## src/rtl/spi_pd_pkg.sv

```systemverilog
package spi_pd_pkg;

    localparam logic [7:0] OPC_PWR_DOWN = 8'hB9;
    localparam logic [7:0] OPC_WAKE     = 8'hAB;

    typedef enum logic [1:0] {
        PS_STANDBY  = 2'd0,
        PS_ENTERING = 2'd1,
        PS_DEEP     = 2'd2
    } pwr_state_e;

    // opcode completed (eighth bit of a frame latched)
    typedef struct packed {
        logic       valid;
        logic [7:0] opcode;
    } opc_evt_t;

    // frame closed by chip-select rise
    typedef struct packed {
        logic       valid;
        logic       exact_byte;
        logic       whole_bytes;
        logic [7:0] opcode;
    } frame_end_t;

    function automatic logic is_local_op(input logic [7:0] op);
        return (op == OPC_PWR_DOWN) || (op == OPC_WAKE);
    endfunction

endpackage

```

## src/rtl/pd_sync.sv

```systemverilog
module pd_sync #(
    parameter int          WIDTH   = 3,
    parameter int          STAGES  = 2,
    parameter logic [WIDTH-1:0] RST_VAL = '0
) (
    input  logic             clk,
    input  logic             rst,
    input  logic [WIDTH-1:0] d_i,
    output logic [WIDTH-1:0] q_o
);

    logic [WIDTH-1:0] stage_q [STAGES];

    for (genvar s = 0; s < STAGES; s++) begin : g_stage
        if (s == 0) begin : g_first
            always_ff @(posedge clk) begin
                if (rst) stage_q[0] <= RST_VAL;
                else     stage_q[0] <= d_i;
            end
        end else begin : g_next
            always_ff @(posedge clk) begin
                if (rst) stage_q[s] <= RST_VAL;
                else     stage_q[s] <= stage_q[s-1];
            end
        end
    end

    assign q_o = stage_q[STAGES-1];

endmodule

```

## src/rtl/pd_frame.sv

```systemverilog
module pd_frame
    import spi_pd_pkg::*;
#(
    parameter int CNT_W = 6
) (
    input  logic       clk,
    input  logic       rst,
    input  logic       sck_s,
    input  logic       cs_n_s,
    input  logic       mosi_s,
    output opc_evt_t   opc_o,
    output frame_end_t fend_o
);

    localparam logic [CNT_W-1:0] CNT_MAX = {CNT_W{1'b1}};
    localparam logic [CNT_W-1:0] CNT_ONE_BYTE = CNT_W'(8);
    localparam logic [CNT_W-1:0] CNT_LAST_BIT = CNT_W'(7);

    logic             sck_d, cs_d;
    logic             sck_rise, cs_fall, cs_rise;
    logic [CNT_W-1:0] cnt_q;
    logic [7:0]       shift_q;
    logic [7:0]       first_q;
    opc_evt_t         opc_q;
    frame_end_t       fend_q;

    assign sck_rise = sck_s & ~sck_d;
    assign cs_fall  = ~cs_n_s & cs_d;
    assign cs_rise  = cs_n_s & ~cs_d;

    always_ff @(posedge clk) begin
        if (rst) begin
            sck_d   <= 1'b0;
            cs_d    <= 1'b1;
            cnt_q   <= '0;
            shift_q <= '0;
            first_q <= '0;
            opc_q   <= '0;
            fend_q  <= '0;
        end else begin
            sck_d        <= sck_s;
            cs_d         <= cs_n_s;
            opc_q.valid  <= 1'b0;
            fend_q.valid <= 1'b0;
            if (cs_fall) begin
                cnt_q   <= '0;
                shift_q <= '0;
                first_q <= '0;
            end else if (cs_rise) begin
                fend_q.valid       <= 1'b1;
                fend_q.opcode      <= first_q;
                fend_q.exact_byte  <= (cnt_q == CNT_ONE_BYTE);
                fend_q.whole_bytes <= (cnt_q != '0) && (cnt_q[2:0] == 3'd0)
                                      && (cnt_q != CNT_MAX);
            end else if (sck_rise && !cs_n_s) begin
                shift_q <= {shift_q[6:0], mosi_s};
                if (cnt_q != CNT_MAX) cnt_q <= cnt_q + 1'b1;
                if (cnt_q == CNT_LAST_BIT) begin
                    first_q      <= {shift_q[6:0], mosi_s};
                    opc_q.valid  <= 1'b1;
                    opc_q.opcode <= {shift_q[6:0], mosi_s};
                end
            end
        end
    end

    assign opc_o  = opc_q;
    assign fend_o = fend_q;

    // a chip-select fall always restarts the count
    p_cnt_restart_r9: assert property (@(posedge clk) disable iff (rst)
        cs_fall |=> (cnt_q == '0));

    // at most one opcode event per frame, never back to back
    p_opc_single_r2: assert property (@(posedge clk) disable iff (rst)
        opc_q.valid |=> !opc_q.valid);

endmodule

```

## src/rtl/pd_ctrl.sv

```systemverilog
module pd_ctrl
    import spi_pd_pkg::*;
#(
    parameter int T_DP_CYC = 24
) (
    input  logic       clk,
    input  logic       rst,
    input  opc_evt_t   opc_i,
    input  frame_end_t fend_i,
    input  logic       busy_i,
    output logic       pd_mode_o,
    output logic       low_pwr_o,
    output logic       op_valid_o,
    output logic [7:0] op_code_o
);

    localparam int DLY_W = $clog2(T_DP_CYC + 1);
    localparam logic [DLY_W-1:0] DLY_LOAD = DLY_W'(T_DP_CYC - 1);

    pwr_state_e       state_q;
    logic [DLY_W-1:0] dly_q;
    logic             op_valid_q;
    logic [7:0]       op_code_q;
    logic             wake_req, sleep_req;

    assign wake_req  = fend_i.valid && fend_i.whole_bytes && (fend_i.opcode == OPC_WAKE);
    assign sleep_req = fend_i.valid && fend_i.exact_byte && (fend_i.opcode == OPC_PWR_DOWN)
                       && !busy_i;

    always_ff @(posedge clk) begin
        if (rst) begin
            state_q    <= PS_STANDBY;
            dly_q      <= '0;
            op_valid_q <= 1'b0;
            op_code_q  <= '0;
        end else begin
            op_valid_q <= 1'b0;
            if (opc_i.valid && state_q == PS_STANDBY && !is_local_op(opc_i.opcode)) begin
                op_valid_q <= 1'b1;
                op_code_q  <= opc_i.opcode;
            end
            case (state_q)
                PS_STANDBY: begin
                    if (sleep_req) begin
                        state_q <= PS_ENTERING;
                        dly_q   <= DLY_LOAD;
                    end
                end
                PS_ENTERING: begin
                    if (wake_req)          state_q <= PS_STANDBY;
                    else if (dly_q == '0)  state_q <= PS_DEEP;
                    else                   dly_q   <= dly_q - 1'b1;
                end
                PS_DEEP: begin
                    if (wake_req) state_q <= PS_STANDBY;
                end
                default: state_q <= PS_STANDBY;
            endcase
        end
    end

    assign pd_mode_o  = (state_q != PS_STANDBY);
    assign low_pwr_o  = (state_q == PS_DEEP);
    assign op_valid_o = op_valid_q;
    assign op_code_o  = op_code_q;

    // no departure from standby while the core is busy
    p_busy_blocks_dp_r4: assert property (@(posedge clk) disable iff (rst)
        (state_q == PS_STANDBY && busy_i) |=> (state_q == PS_STANDBY));

    // a forwarded opcode only follows a standby cycle
    p_fwd_only_standby_r6: assert property (@(posedge clk) disable iff (rst)
        op_valid_q |-> $past(state_q == PS_STANDBY));

    // low-current state is reached only through the entry delay
    p_deep_via_entry_r5: assert property (@(posedge clk) disable iff (rst)
        $rose(state_q == PS_DEEP) |-> $past(state_q == PS_ENTERING));

    // deep power-down is left only on a valid wake frame
    p_wake_only_exit_r7: assert property (@(posedge clk) disable iff (rst)
        (state_q == PS_DEEP && !wake_req) |=> (state_q == PS_DEEP));

    // local opcodes never leave the block
    p_no_local_fwd_r8: assert property (@(posedge clk) disable iff (rst)
        op_valid_q |-> !is_local_op(op_code_q));

endmodule

```

## src/rtl/spi_flash_pwr_gate.sv

```systemverilog
module spi_flash_pwr_gate
    import spi_pd_pkg::*;
#(
    parameter int T_DP_CYC    = 24,
    parameter int SYNC_STAGES = 2,
    parameter int CNT_W       = 6
) (
    input  logic       clk,
    input  logic       rst,
    input  logic       spi_sck_i,
    input  logic       spi_cs_n_i,
    input  logic       spi_mosi_i,
    input  logic       core_busy_i,
    output logic       pd_mode_o,
    output logic       low_pwr_o,
    output logic       op_valid_o,
    output logic [7:0] op_code_o
);

    logic [2:0] pins_s;
    opc_evt_t   opc;
    frame_end_t fend;

    // bit order: {sck, cs_n, mosi}; chip select idles high
    pd_sync #(
        .WIDTH   (3),
        .STAGES  (SYNC_STAGES),
        .RST_VAL (3'b010)
    ) u_sync (
        .clk (clk),
        .rst (rst),
        .d_i ({spi_sck_i, spi_cs_n_i, spi_mosi_i}),
        .q_o (pins_s)
    );

    pd_frame #(
        .CNT_W (CNT_W)
    ) u_frame (
        .clk    (clk),
        .rst    (rst),
        .sck_s  (pins_s[2]),
        .cs_n_s (pins_s[1]),
        .mosi_s (pins_s[0]),
        .opc_o  (opc),
        .fend_o (fend)
    );

    pd_ctrl #(
        .T_DP_CYC (T_DP_CYC)
    ) u_ctrl (
        .clk        (clk),
        .rst        (rst),
        .opc_i      (opc),
        .fend_i     (fend),
        .busy_i     (core_busy_i),
        .pd_mode_o  (pd_mode_o),
        .low_pwr_o  (low_pwr_o),
        .op_valid_o (op_valid_o),
        .op_code_o  (op_code_o)
    );

endmodule

```

## config.mk

```make
export PLATFORM = sky130hd
export DESIGN_NAME = spi_flash_pwr_gate
export DESIGN_NICKNAME = d
export VERILOG_FILES = /design/src/rtl/spi_pd_pkg.sv /design/src/rtl/pd_sync.sv /design/src/rtl/pd_frame.sv /design/src/rtl/pd_ctrl.sv /design/src/rtl/spi_flash_pwr_gate.sv
export SDC_FILE = /design/constraint.sdc
export NUM_CORES = 1
export LEC_CHECK = 0
export CORE_UTILIZATION = 40
export CTS_CLUSTER_DIAMETER = 50
export DETAILED_ROUTE_END_ITERATION = 16
export PLACE_DENSITY_LB_ADDON = 0.1
export SKIP_LAST_GASP = 1
export SYNTH_ARGS = -nofsm -noshare
export SYNTH_HDL_FRONTEND = slang
export SYNTH_SLANG_ARGS = --single-unit
```

## constraint.sdc

```tcl
create_clock -name clk -period 2.6 [get_ports clk]
set_input_delay 0.52 -clock clk [delete_from_list [all_inputs] [get_ports clk]]
set_output_delay 0.52 -clock clk [all_outputs]
set_load 0.1 [all_outputs]
```

==> Yosys cells after proc, flatten, opt, wreduce, memory -nomap -nowiden <==
Memory sizes are Yosys's and may differ from the RTL's.
Cells that the tools add are included.
{ "word_totals": {"register_bits": 59, "ramBits": 6, "n_memories": 1} }
{ "classes": {"reduce_logical": 29, "muxes": 17, "bitwise": 11, "add_sub_neg": 2, "n_eq_ne": 14} }
{ "memory_table": {"columns": ["memory", "depth", "width", "rd", "rd_clocked_by_memory_dff", "write_ports", "line", "source"], "rows": [
  ["u_sync.stage_q", 2, 3, 2, 0, 2, "pd_sync.sv:12", "logic [WIDTH-1:0] stage_q [STAGES];"]
]} }
{ "op_table": {"columns": ["op", "n"], "rows": [
  ["$eq A8 B8 Y1 const B", 4],
  ["$mux W5", 3],
  ["$mux W11", 1],
  ["$logic_and A1 B1 Y1", 10],
  ["$pmux W5 S2", 1],
  ["$mux W9", 1],
  ["$reduce_and A3 Y1", 3],
  ["$mux W2", 4],
  ["$reduce_and A4 Y1", 2],
  ["$add A6 B1 Y6 const B", 1],
  ["$eq A6 B3 Y1 const B", 1],
  ["$eq A6 B4 Y1 const B", 1],
  ["$mux W3", 2],
  ["$ne A6 B6 Y1 const B", 1],
  ["$not A1 Y1", 6],
  ["$pmux W2 S3", 1],
  ["$reduce_bool A6 Y1", 1],
  ["$logic_not A5 Y1", 1],
  ["$sub A5 B1 Y5 const B", 1],
  ["$mux W1", 4],
  ["$ne A2 B1 Y1 const B", 2],
  ["$ne A2 B2 Y1 const B", 2],
  ["$reduce_and A2 Y1", 2],
  ["$reduce_bool A2 Y1", 2],
  ["other kinds (11)", 16]
]} }

==> Logic depth before layout (Yosys ltp) <==
{ "logic_depth": {"word_depth": 5, "mapped_depth": 7, "mapped_depth_nobuf": 6} }

==> Hierarchy <==
From an unflattened synthesis, not the netlist that was laid out.
{ "hier_totals": {"cells_unflattened": 286, "area_unflattened_um2": 2748.9} }
{ "modules_own_cells": {"columns": ["module", "seq_area_each_um2", "cells_per_inst", "instances", "area_per_inst_um2"], "rows": [
  ["pd_frame", 860.8, 196, 1, 1820.5],
  ["pd_ctrl", 320.3, 78, 1, 770.7],
  ["pd_sync", 120.1, 12, 1, 157.7]
]} }

==> Worst setup path after synthesis <==
OpenSTA, ideal clock, no wires.
{ "synth_path": {"path_type": "register to output", "startpoint": "register u_ctrl.state_q[1]", "endpoint": "output port low_pwr_o", "arrival_ns": 1.725, "required_time_ns": 2.080, "path_slack_ns": 0.355, "path_stages_with_launch": 2, "path_cell_list": "dfxtp_1 > nor2b_1"} }
{ "synth_between": {"elab_chain_len": 1} }
{ "synth_rtl": {"columns": ["element", "line", "source"], "rows": [
  ["start: declaration", "pd_ctrl.sv:20", "pwr_state_e state_q;"],
  ["start signal: assignment", "pd_ctrl.sv:32", "state_q <= PS_STANDBY;"],
  ["start signal: assignment", "pd_ctrl.sv:45", "state_q <= PS_ENTERING;"],
  ["start signal: assignment", "pd_ctrl.sv:50", "if (wake_req) state_q <= PS_STANDBY;"],
  ["$eq A2 B2 Y1", "pd_ctrl.sv:63", "assign low_pwr_o = (state_q == PS_DEEP);"],
  ["end: declaration", "spi_flash_pwr_gate.sv:15", "output logic low_pwr_o,"]
]} }
No other way between the ends.

==> Worst setup path in the final report <==
{ "layout_path": {"startpoint": "register u_frame.cs_d", "endpoint": "register u_frame.first_q[7]"} }
{ "layout_between": {"elab_chain_len": 4, "word_cells_on_any_way": 6} }
{ "layout_rtl": {"columns": ["element", "line", "source"], "rows": [
  ["start: declaration", "pd_frame.sv:19", "logic sck_d, cs_d;"],
  ["start signal: assignment", "pd_frame.sv:42", "cs_d <= cs_n_s;"],
  ["$not A1 Y1", "pd_frame.sv:29", "assign cs_rise = cs_n_s & ~cs_d;"],
  ["$and A1 B1 Y1", "pd_frame.sv:29", null],
  ["via u_frame.cs_rise", "pd_frame.sv:20", "logic sck_rise, cs_fall, cs_rise;"],
  ["$not A1 Y1 (no source line)", null, null],
  ["$reduce_and A3 Y1 (no source line)", null, null],
  ["end signal: assignment", "pd_frame.sv:59", "first_q <= {shift_q[6:0], mosi_s};"],
  ["end: declaration", "pd_frame.sv:23", "logic [7:0] first_q;"]
]} }
The timed path passes the listed nets, and every way through them passes these cells.
A chain may end at the register's enable or synchronous reset.

==> impl_metrics.toml <==
[place]
gp_congestion = 0.7262
post_dp_cell_area_mm2 = 0.002776
dp_hpwl_mm = 3.302
numPortBuffers = 16
dpl_worst_slack_ps = 450.4

[critical_path]
crit_required_ps = 2830
crit_type = "reg -> reg"
crit_slowest_cell = "or4b_1"
critical_path.cell_chain = "inv_1, ha_1, or4b_1, nor3_4, mux2i_1, nor2_1"
crit_path_max_incr_delay_ps = 690
critPathLaunchType = "flop"
critical_path.max_fanout = 8
critPathCaptureType = "flop"
cp.arrival_ps = 2360

[logic_synthesis]
synthFlopType = "dfxtp_1"
avgSynthCellArea_um2 = 9.622
async_reset_ff_share_pct = 0
ys_seq_elements = 65
yosysSeqAreaShare_pct = 51.03
ys_warn_count = 0
synthCells = 265
synth_top_area_cell = "dfxtp_1"
synth.area.top_cells = "dfxtp_1 (51%), mux2i_1 (13%), nor2_1 (6.5%)"
yosysTopAreaCellShare_pct = 51.03
synth.distinct_cells = 42
synth-edff-count = 0
syn_nets = 276
netlist_area_mm2 = 0.002550

[layout]
finalInstanceArea_mm2 = 0.003005
drive_gt1_share_pct = 13.06
seqCellArea_mm2 = 0.001301
finish.utilization_pct = 49.88
multiInputGateArea_mm2 = 0.001174
area.growth.synth_to_final_pct = 17.86
fill_cells = 591
fin_nets = 297
num_antenna_cells = 0

[timing]
relSlewSlack_pct = 60.62
final_max_slew_viol_count = 0
post-route-period-util_pct = 82.15
max_freq_mhz = 468.2
setup_ws_ps = 464.2
rsz0062_at_grt = "no"
worst_pin_slew_ps = 589.2
period_minus_slack_ps = 2136
hold_violations = 0
timing.setup.tns_ps = 0
finalClockSkew_ps = 7.789
setup_viol = 0

[clock_tree]
cts_tree = "done"
htree_num_levels = 3
cts_resized = 0
clock-root-buffer = "clkbuf_8"
clock-sinks = 65
cts_made_buffers = 9
cts.reportedPaths.clkPinSlew_ps = 70
clk_path_buf_depth = 2
clk_latency_ps = 340
postCtsSetupBuffers = 0
cts_hold_buf = 0

[routing]
via_per_inst = 4.921
antenna_left = 0
avgRoutedWirePerCell_um = 12.97
drtPass1Iterations = 6
via_count = 1801
drc = 0
wirelength_mm = 4.748
first_iter_violations = 43

[worst_hold_path]
hold_class = "reg -> reg"

[floorplan]
top_level_ports = 17
die_y_um = 81.84
core_region_area_mm2 = 0.006026
dieWidth_um = 81.84
start_util_pct = 42.32
die_area_mm2 = 0.006698
row_count = 28

[grt]
grt_overflow = 0
antenna_found_initial = 0
grt_start_max_net_pins = 35
grt_pass1_vias = 1708
grt_pass1_wl_mm = 8.073
track_usage_pct = 16.66

[power_and_ir_drop]
p_leak_nw = 1.224
p_per_area_mw_per_mm2 = 672.3
ir_drop_uv = 357.2
power_mw = 2.020

[outcome]
status = "completed"

[job]
drv_cap = 0
## cell usage after synthesis (2+ instances only)
cell type,n
buf_2,2
ha_1,5
nand4b_1,2
nand3_1,4
nor2_1,44
nand2b_1,2
a21oi_1,15
xor2_1,2
inv_1,10
nor2b_1,10
clkbuf_1,8
mux2i_1,32
or2_2,3
nor4b_1,3
nor4_1,2
xnor2_1,2
nand2_1,20
and3_1,2
dfxtp_1,65
or3_1,2
nand4_1,5
or4_1,2
nor3_1,4
## layer usage
| layer | global-route usage, % | vias to the layer above | share of wire [%] |
|---|---|---|---|
| met3 | 3.667 | 7 | 2.6 |
| li1 | - | 951 | - |
| met4 | 11.58 | 0 | 2.2 |
| met2 | 25.62 | 22 | 44 |
| met1 | 20.57 | 821 | 51 |
| met5 | 0 | - | 0 |
## registers in the layout (all words and copies together) (netlist names)
signal and cells:
u_frame.cs_d 1, u_ctrl.op_code_o 8, u_frame.sck_d 1, u_frame.first_q 8
u_frame.opc_o 9, u_sync.stage_q 6, u_frame.cnt_q 6, u_ctrl.state_q 2
u_frame.shift_q 7, u_frame.fend_o 11, u_ctrl.dly_q 5, u_ctrl.op_valid_o 1
## per-stage QoR
step / std cells / hold slack, ps
final: 366 / 421.5
after detailed placement: 350 / 402.1
after floorplan: 265 / 389.5
after global routing: 366 / 451.5
after CTS: 366 / 421.7
after global placement: 350 / 410.5
## critical path, delay by kind of cell (launching register included)
| family | cells | cell delay [ps] |
|---|---|---|
| mux | 1 | 240 |
| simple gates | 3 | 1210 |
| fa+ha+maj | 1 | 190 |
| buf+inv | 1 | 50 |
| flops | 1 | 340 |
## layout by cell type, fill, tap and decap left out, types with 3 or more instances in the layout
cell type	instances
dfxtp_1	65
nand2_1	20
nand4_1	5
inv_1	10
a21oi_1	15
nor3_1	4
mux2i_1	32
clkbuf_8	11
or2_2	3
buf_4	16
nor2_1	44
clkdlybuf4s50_1	5
nor2b_1	10
nand3_1	4
ha_1	5
## layout make-up
cell class | instances | share of cell area [%]
Tap cell | 75 | 3.122
Timing Repair Buffer | 21 | 5.662
Inverter | 10 | 1.249
Clock inverter | 5 | 2.581
Multi-Input combinational cell | 179 | 39.05
Clock buffer | 11 | 5.037
Sequential cell | 65 | 43.30
## path summary, 6_finish.rpt
check                                           from                   end  slack (ps)  cells past startpoint
worst max-delay path                    u_frame.cs_d    u_frame.first_q[7]         460                      6
worst min-delay path            u_sync.stage_q[0][1]  u_sync.stage_q[1][1]         420                      1
worst max register to register          u_frame.cs_d    u_frame.first_q[7]         460                      6
worst min register to register  u_sync.stage_q[0][1]  u_sync.stage_q[1][1]         420                      1
## kinds of logic (layout without fill, tap and decap cells)
kind of cell    count (synthesis)  after routing  synth area share [%]
simple gates                  113            113                 22.72
flops                          65             65                 51.03
mux                            32             32                 12.56
compound gates                 25             25                 6.674
buf+inv                        21             47                 3.189
fa+ha+maj                       5              5                 2.453
xor+xnor                        4              4                 1.374
## report_power, final
part           leakage [nW]  internal (mW)  total [mW]  switching [mW]
registers             0.525           1.00        1.00         0.00382
clock network         0.115          0.589       0.973           0.385
logic                 0.583         0.0178      0.0425          0.0247
Note: power is estimated with default switching activity, not from simulation.
